<file path="src/rtl/ring_dma_pkg.sv">
package ring_dma_pkg;
    localparam int IDX_W  = 6;
    localparam int CNT_W  = 12;
    localparam int BUF_W  = 24;
    localparam int FLAG_W = 7;
    localparam int PAGE_W = 8;
    localparam int BASE_W = 14;
    localparam int WORD_W = 32;

    typedef enum logic [2:0] {
        RS_IDLE,
        RS_FETCH_CNT,
        RS_FETCH_ADDR,
        RS_HELD,
        RS_CLOSE
    } ring_state_e;
endpackage

</file>
<file path="src/rtl/ring_bus_arb.sv">
module ring_bus_arb (
    input  logic clk,
    input  logic rst_n,
    input  logic rx_req,
    input  logic tx_req,
    input  logic bus_ack,
    output logic bus_req,
    output logic sel_tx,
    output logic rx_ack,
    output logic tx_ack
);
    logic locked;
    logic lock_tx;

    always_comb begin
        sel_tx  = locked ? lock_tx : (!rx_req && tx_req);
        bus_req = sel_tx ? tx_req : rx_req;
        rx_ack  = bus_ack && !sel_tx;
        tx_ack  = bus_ack && sel_tx;
    end

    always_ff @(posedge clk or negedge rst_n) begin
        if (!rst_n) begin
            locked  <= 1'b0;
            lock_tx <= 1'b0;
        end else if (bus_ack || !bus_req) begin
            locked  <= 1'b0;
        end else begin
            locked  <= 1'b1;
            lock_tx <= sel_tx;
        end
    end

    // an open transaction keeps its owner until acknowledged
    a_r10_owner_kept: assert property (@(posedge clk) disable iff (!rst_n)
        (bus_req && !bus_ack && rx_req && tx_req) |=> (sel_tx == $past(sel_tx)));
endmodule

</file>
<file path="src/rtl/ring_ctl.sv">
module ring_ctl
    import ring_dma_pkg::*;
#(
    parameter int IX_W  = IDX_W,
    parameter int CN_W  = CNT_W,
    parameter int BF_W  = BUF_W,
    parameter int FL_W  = FLAG_W,
    parameter int DW    = WORD_W,
    localparam int CODE_W = IX_W - 2
) (
    input  logic              clk,
    input  logic              rst_n,
    input  logic              en,
    input  logic              prompt,
    input  logic [CODE_W-1:0] size_code,
    input  logic              ack,
    input  logic [DW-1:0]     rdata,
    output logic              req,
    output logic              we,
    output logic              word_sel,
    output logic [IX_W-1:0]   idx,
    output logic [DW-1:0]     wdata,
    output logic              desc_valid,
    output logic [CN_W-1:0]   desc_count,
    output logic [BF_W-1:0]   desc_buf,
    output logic [FL_W-1:0]   desc_flags,
    input  logic              done,
    input  logic [FL_W-1:0]   done_flags
);
    ring_state_e     state;
    logic [IX_W-1:0] ptr;
    logic [IX_W-1:0] mask;
    logic [FL_W-1:0] close_flags;

    assign mask = {size_code, 2'b11};
    assign idx  = ptr;

    always_ff @(posedge clk or negedge rst_n) begin
        if (!rst_n) begin
            state       <= RS_IDLE;
            ptr         <= '0;
            desc_count  <= '0;
            desc_buf    <= '0;
            desc_flags  <= '0;
            close_flags <= '0;
        end else if (!en) begin
            state <= RS_IDLE;
            ptr   <= '0;
        end else begin
            unique case (state)
                RS_IDLE:       if (prompt) state <= RS_FETCH_CNT;
                RS_FETCH_CNT:  if (ack) begin
                    desc_count <= rdata[CN_W-1:0];
                    state      <= RS_FETCH_ADDR;
                end
                RS_FETCH_ADDR: if (ack) begin
                    desc_buf   <= rdata[BF_W-1:0];
                    desc_flags <= rdata[DW-2 -: FL_W];
                    state      <= rdata[DW-1] ? RS_HELD : RS_IDLE;
                end
                RS_HELD:       if (done) begin
                    close_flags <= done_flags;
                    state       <= RS_CLOSE;
                end
                RS_CLOSE:      if (ack) begin
                    ptr   <= (ptr + 1'b1) & mask;
                    state <= RS_FETCH_CNT;
                end
                default:       state <= RS_IDLE;
            endcase
        end
    end

    always_comb begin
        req        = 1'b0;
        we         = 1'b0;
        word_sel   = 1'b1;
        desc_valid = 1'b0;
        wdata      = {1'b0, close_flags, desc_buf};
        unique case (state)
            RS_IDLE:       ;
            RS_FETCH_CNT:  begin req = 1'b1; word_sel = 1'b0; end
            RS_FETCH_ADDR: req = 1'b1;
            RS_HELD:       desc_valid = 1'b1;
            RS_CLOSE:      begin req = 1'b1; we = 1'b1; end
            default:       ;
        endcase
    end

    // disable forces idle and index zero
    a_r11_disable_idle: assert property (@(posedge clk) disable iff (!rst_n)
        !en |=> (state == RS_IDLE && ptr == '0));
    // unowned descriptor returns to idle without advancing
    a_r5_unowned_idle: assert property (@(posedge clk) disable iff (!rst_n)
        (en && state == RS_FETCH_ADDR && ack && !rdata[DW-1]) |=> (state == RS_IDLE && ptr == $past(ptr)));
    // close advances modulo ring size
    a_r7_wrap_step: assert property (@(posedge clk) disable iff (!rst_n)
        (en && state == RS_CLOSE && ack) |=> (ptr == (($past(ptr) + 1'b1) & $past(mask))));
    // a held descriptor stays held regardless of prompt
    a_r3_held_ignores_prompt: assert property (@(posedge clk) disable iff (!rst_n)
        (en && state == RS_HELD && !done) |=> (state == RS_HELD));
endmodule

</file>
<file path="src/rtl/ring_dma_seq.sv">
module ring_dma_seq
    import ring_dma_pkg::*;
#(
    parameter int PG_W = PAGE_W,
    parameter int BS_W = BASE_W,
    parameter int IX_W = IDX_W,
    localparam int AW    = PG_W + BS_W + IX_W + 4,
    localparam int PAD_W = 8 - IX_W,
    localparam int CODE_W = IX_W - 2
) (
    input  logic              clk,
    input  logic              rst_n,
    input  logic              master_en,
    input  logic              prompt,
    input  logic [PG_W-1:0]   page,
    input  logic [BS_W-1:0]   ring_base,
    input  logic              size_wr,
    input  logic [15:0]       size_wdata,
    output logic [15:0]       size_q,
    output logic [15:0]       ring_ptr,
    output logic              bm_req,
    output logic              bm_we,
    output logic [AW-1:0]     bm_addr,
    output logic [WORD_W-1:0] bm_wdata,
    input  logic              bm_ack,
    input  logic [WORD_W-1:0] bm_rdata,
    output logic              rx_valid,
    output logic [CNT_W-1:0]  rx_count,
    output logic [AW-1:0]     rx_buf_addr,
    output logic [FLAG_W-1:0] rx_flags,
    input  logic              rx_done,
    input  logic [FLAG_W-1:0] rx_done_flags,
    output logic              tx_valid,
    output logic [CNT_W-1:0]  tx_count,
    output logic [AW-1:0]     tx_buf_addr,
    output logic [FLAG_W-1:0] tx_flags,
    input  logic              tx_done,
    input  logic [FLAG_W-1:0] tx_done_flags
);
    logic [7:0] size_reg;

    always_ff @(posedge clk or negedge rst_n) begin
        if (!rst_n)       size_reg <= '0;
        else if (size_wr) size_reg <= size_wdata[15:8];
    end
    assign size_q = {size_reg, 8'h00};

    logic              r_req   [2];
    logic              r_we    [2];
    logic              r_word  [2];
    logic              r_ack   [2];
    logic [IX_W-1:0]   r_idx   [2];
    logic [WORD_W-1:0] r_wdata [2];
    logic              r_valid [2];
    logic [CNT_W-1:0]  r_count [2];
    logic [BUF_W-1:0]  r_buf   [2];
    logic [FLAG_W-1:0] r_flags [2];
    logic              r_done  [2];
    logic [FLAG_W-1:0] r_dflags[2];

    assign r_done[0]   = rx_done;
    assign r_done[1]   = tx_done;
    assign r_dflags[0] = rx_done_flags;
    assign r_dflags[1] = tx_done_flags;

    for (genvar g = 0; g < 2; g++) begin : g_ring
        ring_ctl #(.IX_W(IX_W)) u_ring (
            .clk        (clk),
            .rst_n      (rst_n),
            .en         (master_en),
            .prompt     (prompt),
            .size_code  (size_reg[4*g +: CODE_W]),
            .ack        (r_ack[g]),
            .rdata      (bm_rdata),
            .req        (r_req[g]),
            .we         (r_we[g]),
            .word_sel   (r_word[g]),
            .idx        (r_idx[g]),
            .wdata      (r_wdata[g]),
            .desc_valid (r_valid[g]),
            .desc_count (r_count[g]),
            .desc_buf   (r_buf[g]),
            .desc_flags (r_flags[g]),
            .done       (r_done[g]),
            .done_flags (r_dflags[g])
        );
    end

    logic sel_tx;

    ring_bus_arb u_arb (
        .clk     (clk),
        .rst_n   (rst_n),
        .rx_req  (r_req[0]),
        .tx_req  (r_req[1]),
        .bus_ack (bm_ack),
        .bus_req (bm_req),
        .sel_tx  (sel_tx),
        .rx_ack  (r_ack[0]),
        .tx_ack  (r_ack[1])
    );

    always_comb begin
        bm_addr  = {page, ring_base, sel_tx, r_idx[sel_tx], r_word[sel_tx], 2'b00};
        bm_we    = r_we[sel_tx];
        bm_wdata = r_wdata[sel_tx];
    end

    assign ring_ptr    = {{PAD_W{1'b0}}, r_idx[1], {PAD_W{1'b0}}, r_idx[0]};
    assign rx_valid    = r_valid[0];
    assign rx_count    = r_count[0];
    assign rx_buf_addr = {page, r_buf[0]};
    assign rx_flags    = r_flags[0];
    assign tx_valid    = r_valid[1];
    assign tx_count    = r_count[1];
    assign tx_buf_addr = {page, r_buf[1]};
    assign tx_flags    = r_flags[1];

    // pending bus cycle holds its address until acknowledged
    a_r10_hold_addr: assert property (@(posedge clk) disable iff (!rst_n)
        (bm_req && !bm_ack && master_en) |=> (bm_req && $stable(bm_addr) && $stable(bm_we)));
    // the index readback never shows a set padding bit
    a_r9_ptr_pad: assert property (@(posedge clk) disable iff (!rst_n)
        (ring_ptr[15:14] == 2'b00) && (ring_ptr[7:6] == 2'b00));
endmodule

</file>
<file path="config.mk">
export PLATFORM = sky130hd
export DESIGN_NAME = ring_dma_seq
export DESIGN_NICKNAME = d
export VERILOG_FILES = /design/src/rtl/ring_dma_pkg.sv /design/src/rtl/ring_bus_arb.sv /design/src/rtl/ring_ctl.sv /design/src/rtl/ring_dma_seq.sv
export SDC_FILE = /design/constraint.sdc
export NUM_CORES = 1
export LEC_CHECK = 0
export CORE_MARGIN = 5
export CORE_UTILIZATION = 43
export CTS_CLUSTER_DIAMETER = 30
export DETAILED_ROUTE_END_ITERATION = 16
export PLACE_DENSITY = 0.88
export SLEW_MARGIN = 20
export SYNTH_ARGS = -nofsm -noshare
export SYNTH_HDL_FRONTEND = slang
export SYNTH_HIERARCHICAL = 1
export SYNTH_SLANG_ARGS = --single-unit
</file>
<file path="constraint.sdc">
create_clock -name clk -period 3.9 [get_ports clk]
set_clock_uncertainty 0.15 [all_clocks]
set_input_delay 0.78 -clock clk [delete_from_list [all_inputs] [get_ports clk]]
set_output_delay 0.78 -clock clk [all_outputs]
set_load 0.005 [all_outputs]
</file>
==> results of run 1 <==
==> synthesized netlist by cell type (4+ instances only) <==
master      n  area [um2]
buf_6      12         135
nand2_1    16        60.1
nand4b_1    6        52.6
and3_1      5        31.3
buf_2       4        20.0
a21oi_1     6        30.0
dfrtp_1   128        3200
nor2_1      8        30.0
nor2b_1     5        31.3
inv_1       8        30.0
mux2_2    138        1550
o21ai_0     9        45.0
buf_4     105         788
a21boi_0    5        37.5
nand3_1     6        30.0
mux2_4      8         120
==> layer usage <==
| metal | vias up | wire [um] | track usage |
|---|---|---|---|
| li1 | 1997 | - | - |
| met5 | - | 0 | 0 |
| met2 | 199 | 8270 | 0.308 |
| met1 | 2236 | 6370 | 0.205 |
| met3 | 31 | 1320 | 0.0596 |
| met4 | 0 | 294 | 0.0617 |
==> timing repair <==
item | CTS | global route
resized for setup | 10 | 3
cloned | 1 | 0
endpoints found under the setup margin | 39 | 26
buffers inserted | 3 | 3
pin swaps | 1 | 0
==> report_power, final <==
part	switching, mW	leakage, nW	total [mW]	internal (mW)
Sequential	0.318	1.67	2.09	1.77
Combinational	0.908	1.95	2.75	1.84
Clock	0.582	0.275	1.54	0.957
==> final cells by class <==
type / count / area [um2] / area share
Multi-Input combinational cell: 282 / 2600 / 0.289
Timing Repair Buffer: 227 / 2300 / 0.256
Clock buffer: 19 / 443 / 0.0493
Tap cell: 211 / 264 / 0.0294
Clock inverter: 13 / 140 / 0.0156
Sequential cell: 128 / 3210 / 0.357
Inverter: 8 / 30.0 / 0.00334
==> stage by stage <==
step | setup slack [ns] | total power [mW] | cell area (um2) | instances
2_1_floorplan | 0.982 | 3.46 | 6760 | 542
3_3_place_gp | 0.365 | 4.61 | 8280 | 849
3_5_place_dp | 0.254 | 4.72 | 8280 | 849
4_1_cts | 0.0162 | 6.44 | 8950 | 885
5_1_grt | 0.00910 | 6.72 | 8980 | 888
6_report | 0.121 | 6.38 | 8980 | 888
==> cells by family after synthesis <==
| family | synth area share |
|---|---|
| XOR/XNOR | 0.00522 |
| multiplexers | 0.256 |
| AND/OR/NAND/NOR | 0.0720 |
| buffers and inverters | 0.147 |
| adder cells (fa/ha/maj) | 0.00373 |
| AO/OA/AOI/OAI | 0.0371 |
| other | 0.00168 |
| flip-flops | 0.477 |
==> critical path: cells and delay by family, from the launching register on <==
family | cells | cell delay (ns)
simple gates | 2 | 0.55
buf+inv | 3 | 0.74
compound gates | 1 | 0.18
flops | 1 | 0.44
mux | 1 | 0.35
xor+xnor | 1 | 0.18
==> worst paths after layout <==
path                                                      from                               to  slack, ns  depth (start not counted)
min in group clk                g_ring[1].u_ring/desc_flags[1]   g_ring[1].u_ring/desc_flags[1]       0.35                          1
worst max register to register       g_ring[0].u_ring/state[1]    g_ring[1].u_ring/desc_buf[16]       0.91                          9
max in group asynchronous                                rst_n    g_ring[0].u_ring/desc_buf[17]       2.48                          2
worst min-delay path                                     rst_n  g_ring[0].u_ring/close_flags[4]       0.28                          1
worst min register to register  g_ring[1].u_ring/desc_flags[1]   g_ring[1].u_ring/desc_flags[1]       0.35                          1
worst max-delay path                 g_ring[0].u_ring/state[1]                     bm_wdata[28]       0.12                          8
==> results.tsv, run 1 <==
stage	metric	value	unit
cells_and_area	n_antenna_cell	0	
synthesis	synth-seq-cells	128	
place	gp_congestion	0.811	
floorplanning	std_cell_rows	45	
floorplanning	chipHeight	135	um
synthesis	syn_area_per_cell	12.7	um2
min_path	min_path_type	in -> async	
route	ant_nets	0	
cells_and_area	mostFrequentLayoutCell	clkdlybuf4s50_1	
clock_network	clk_latency	0.40	ns
floorplanning	fp.dieW	135	um
critical_path	arrival	2.85	ns
power_and_ir_drop	peakVddDrop	339	uV
cells_and_area	nNetsFinal	758	
synthesis	synthCells	529	
synthesis	async_reset_ff_frac	1.00	
timing	finalSetupViolCount	0	
cells_and_area	layout_common_cells	clkdlybuf4s50_1, mux2_2, dfrtp_1, clkbuf_16, conb_1	
floorplanning	fp.coreArea	15300	um2
clock_network	ctsHoldBuffers	0	
floorplanning	start_util	0.440	
timing	hold_viol_final	0	
clock_network	path_clk_slew	0.06	ns
timing	layout_min_cycle_time	3.78	ns
global_routing	grt_pass1_vias	4851	
synthesis	synthFlopType	dfrtp_1	
critical_path	cp_data_required_time	2.97	ns
timing	max_slew_margin	0.498	
timing	rsz0062_at_grt	false	
global_routing	grt_max_degree	74	
synthesis	synth-warning-count	6	
timing	setup_tns	0	ns
cells_and_area	top_register	g_ring.u_ring/desc_buf	
clock_network	cts_buffers	17	
clock_network	cts_sinks	128	
timing	hold_slack	0.282	ns
floorplanning	die-area	18200	um2
global_routing	antenna_found_initial	0	
cells_and_area	area_growth_syn_to_layout	33.8	%
clock_network	clockBufferDepth	2	
cells_and_area	fillers	1179	
timing	slew_violations	0	
place	dp_hpwl	11600	um
place	io_buffers	210	
critical_path	crit_path_start_kind	register	
cells_and_area	largest_register_ffs	48	
global_routing	track_usage	0.177	
route	drt_iter0_drc	131	
power_and_ir_drop	p_leak	3.90	nW
cells_and_area	fin_util	0.589	
critical_path	cp_cell_sequence	xnor2_2, o22a_1, inv_1, or3b_4, nand2_4, buf_12, mux2_2, clkdlybuf4s50_1	
route	route.detailed.drc	0	
global_routing	grt_pass1_wl	25700	um
timing	tightest_slew	0.753	ns
clock_network	htree_levels	4	
cells_and_area	top_regs	g_ring.u_ring/desc_buf: 48 flops, g_ring.u_ring/desc_count: 24 flops	
critical_path	cp-end-kind	output pin	
route	wl	16300	um
timing	finalCritPeriodShare	0.969	
power_and_ir_drop	power_density	710	nW/um2
run	drv_cap	0	
synthesis	synth_area	6710	um2
clock_network	tritoncts	built	
critical_path	max_stage_delay	0.46	ns
route	viasPerCell	5.03	
synthesis	ys_seq_area_frac	0.477	
clock_network	cts_root_buffer	clkbuf_16	
critical_path	path_max_fanout	21	
global_routing	overflow	0	
outcome	status	finished, final reports clean	
floorplanning	ios	294	
route	vias	4463	
synthesis	synth-edff-count	0	
critical_path	cp_slowest_cell	clkdlybuf4s50_1	
synthesis	synth.distinct_cells	61	
route	dr.pass1.iters	4	
timing	timing.fmax	265	MHz
cells_and_area	drive_gt1_frac	0.318	
critical_path	path_class	reg -> out	
route	wire_per_inst	18.3	um
(Power assumes the default switching activity.)
==> inputs of run 2 (changes only) <==
--- a/config.mk
+++ b/config.mk
@@ -9,6 +9,7 @@
 export CORE_UTILIZATION = 43
 export CTS_CLUSTER_DIAMETER = 30
 export DETAILED_ROUTE_END_ITERATION = 16
+export GPL_TIMING_DRIVEN = 0
 export PLACE_DENSITY = 0.88
 export SLEW_MARGIN = 20
 export SYNTH_ARGS = -nofsm -noshare
==> results.tsv, run 2 (same netlist as run 1, synthesis figures left out) <==
stage	metric	value	unit
critical_path	arrival	2.87	ns
timing	hold_slack	0.144	ns
critical_path	cp_slowest_cell	clkdlybuf4s50_1	
floorplanning	die-area	18200	um2
global_routing	grt_max_degree	71	
critical_path	cp-end-kind	output pin	
global_routing	track_usage	0.188	
clock_network	tritoncts	built	
route	viasPerCell	4.76	
power_and_ir_drop	p_leak	4.76	nW
timing	hold_viol_final	0	
critical_path	cp_cell_sequence	buf_4, xnor2_1, o22a_1, inv_1, or3b_4, nand2_8, buf_12, mux2_2, clkdlybuf4s50_1	
floorplanning	chipHeight	135	um
power_and_ir_drop	peakVddDrop	405	uV
route	vias	4926	
clock_network	cts_root_buffer	clkbuf_16	
timing	layout_min_cycle_time	3.80	ns
outcome	status	finished, final reports clean	
cells_and_area	seq_area	3200	um2
place	io_buffers	247	
global_routing	overflow	0	
floorplanning	start_util	0.440	
critical_path	max_stage_delay	0.45	ns
timing	finalCritPeriodShare	0.974	
cells_and_area	drive_gt1_frac	0.385	
route	route.detailed.drc	0	
cells_and_area	multi_input_area	2590	um2
run	drv_cap	0	
clock_network	clk_latency	0.40	ns
critical_path	cp_top_family	buffers and inverters	
critical_path	path_class	reg -> out	
critical_path	path_max_fanout	10	
clock_network	cts_buffers	17	
global_routing	antenna_found_initial	0	
cells_and_area	layout_common_cells	clkdlybuf4s50_1, mux2_2, dfrtp_1, buf_4, clkbuf_16	
timing	setup_tns	0	ns
floorplanning	std_cell_rows	45	
global_routing	grt_pass1_vias	5084	
timing	max_slew_margin	0.623	
clock_network	cts_sinks	128	
critical_path	crit_path_start_kind	register	
critical_path	path_buf_inv	4	
cells_and_area	nNetsFinal	905	
global_routing	grt_pass1_wl	27200	um
floorplanning	fp.coreArea	15300	um2
route	ant_nets	0	
timing	tightest_slew	0.563	ns
place	gp_congestion	0.767	
timing	finalSetupViolCount	0	
floorplanning	ios	294	
min_path	min_path_type	in -> async	
timing	timing.fmax	263	MHz
cells_and_area	mostFrequentLayoutCell	clkdlybuf4s50_1	
power_and_ir_drop	power_density	668	nW/um2
route	wl	17400	um
route	wire_per_inst	16.8	um
clock_network	clockBufferDepth	2	
cells_and_area	top_register	g_ring.u_ring/desc_buf	
floorplanning	fp.dieW	135	um
clock_network	htree_levels	4	
cells_and_area	largest_register_ffs	48	
cells_and_area	n_antenna_cell	0	
route	dr.pass1.iters	4	
clock_network	ctsHoldBuffers	0	
critical_path	cp_data_required_time	2.97	ns
route	drt_iter0_drc	135	
cells_and_area	top_regs	g_ring.u_ring/desc_buf: 48 flops, g_ring.u_ring/desc_count: 24 flops	
clock_network	path_clk_slew	0.06	ns
place	dp_hpwl	13100	um
cells_and_area	fillers	1146	
timing	slew_violations	0	
cells_and_area	area_growth_syn_to_layout	52.8	%
timing	rsz0062_at_grt	true	
run 2: worst reg2reg max path: stages (launching register included):
cell and delay [ns]:
dfrtp_1 0.39, buf_4 0.18, xnor2_1 0.15, o22a_1 0.16, inv_1 0.08, or3b_4 0.42, a21boi_1 0.44, and3_1 0.32
buf_4 0.25, mux2_2 0.36
run 2: metal layers:
metal  track usage  up-vias  wire (um)
met4        0.0452        0        144
met3        0.0641       11       1310
li1              -     2302          -
met1         0.230     2426       7070
met2         0.319      187       8820
met5             0        -          0
run 2: final timing paths:
path                                                   end                           start  slack [ns]  cells past startpoint
max                                            bm_wdata[2]       g_ring[0].u_ring/state[1]        0.10                      9
min                        g_ring[0].u_ring/close_flags[1]                           rst_n        0.14                      1
max reg2reg                 g_ring[1].u_ring/desc_count[7]       g_ring[0].u_ring/state[1]        0.88                      9
min reg2reg                 g_ring[1].u_ring/desc_flags[1]  g_ring[1].u_ring/desc_flags[1]        0.34                      1
max in group asynchronous  g_ring[0].u_ring/desc_count[10]                           rst_n        2.75                      2
min in group clk            g_ring[1].u_ring/desc_flags[1]  g_ring[1].u_ring/desc_flags[1]        0.34                      1
run 2: power by group:
part	internal, mW	switching (mW)
Combinational	2.12	0.986
Sequential	1.77	0.293
Clock	1.09	0.588
run 2: final cells by class:
cell class	instances	area share
inverter	8	0.00293
timing repair buffer	250	0.248
tap	211	0.0258
multi-input combinational	282	0.253
clock buffer	19	0.0432
clock inverter	13	0.0182
sequential	128	0.313
buffer	124	0.0973
run 2: through the flow:
step	worst slack [ns]	instances	instance area [um2]	util	total power, mW
CTS	-0.00616	1034	10200	0.667	6.87
detailed placement	0.246	1001	9530	0.624	5.12
finish	0.101	1035	10300	0.672	6.85
global placement	-3.21	1000	9500	0.622	5.03
floorplan	0.982	542	6760	-	3.46
global route	-0.0162	1035	10300	0.672	7.23
run 2: timing repair:
action	4_1_cts	5_1_grt
setup endpoints to repair	39	38
pin swaps	0	1
buffers inserted	1	1
resized for setup	8	19
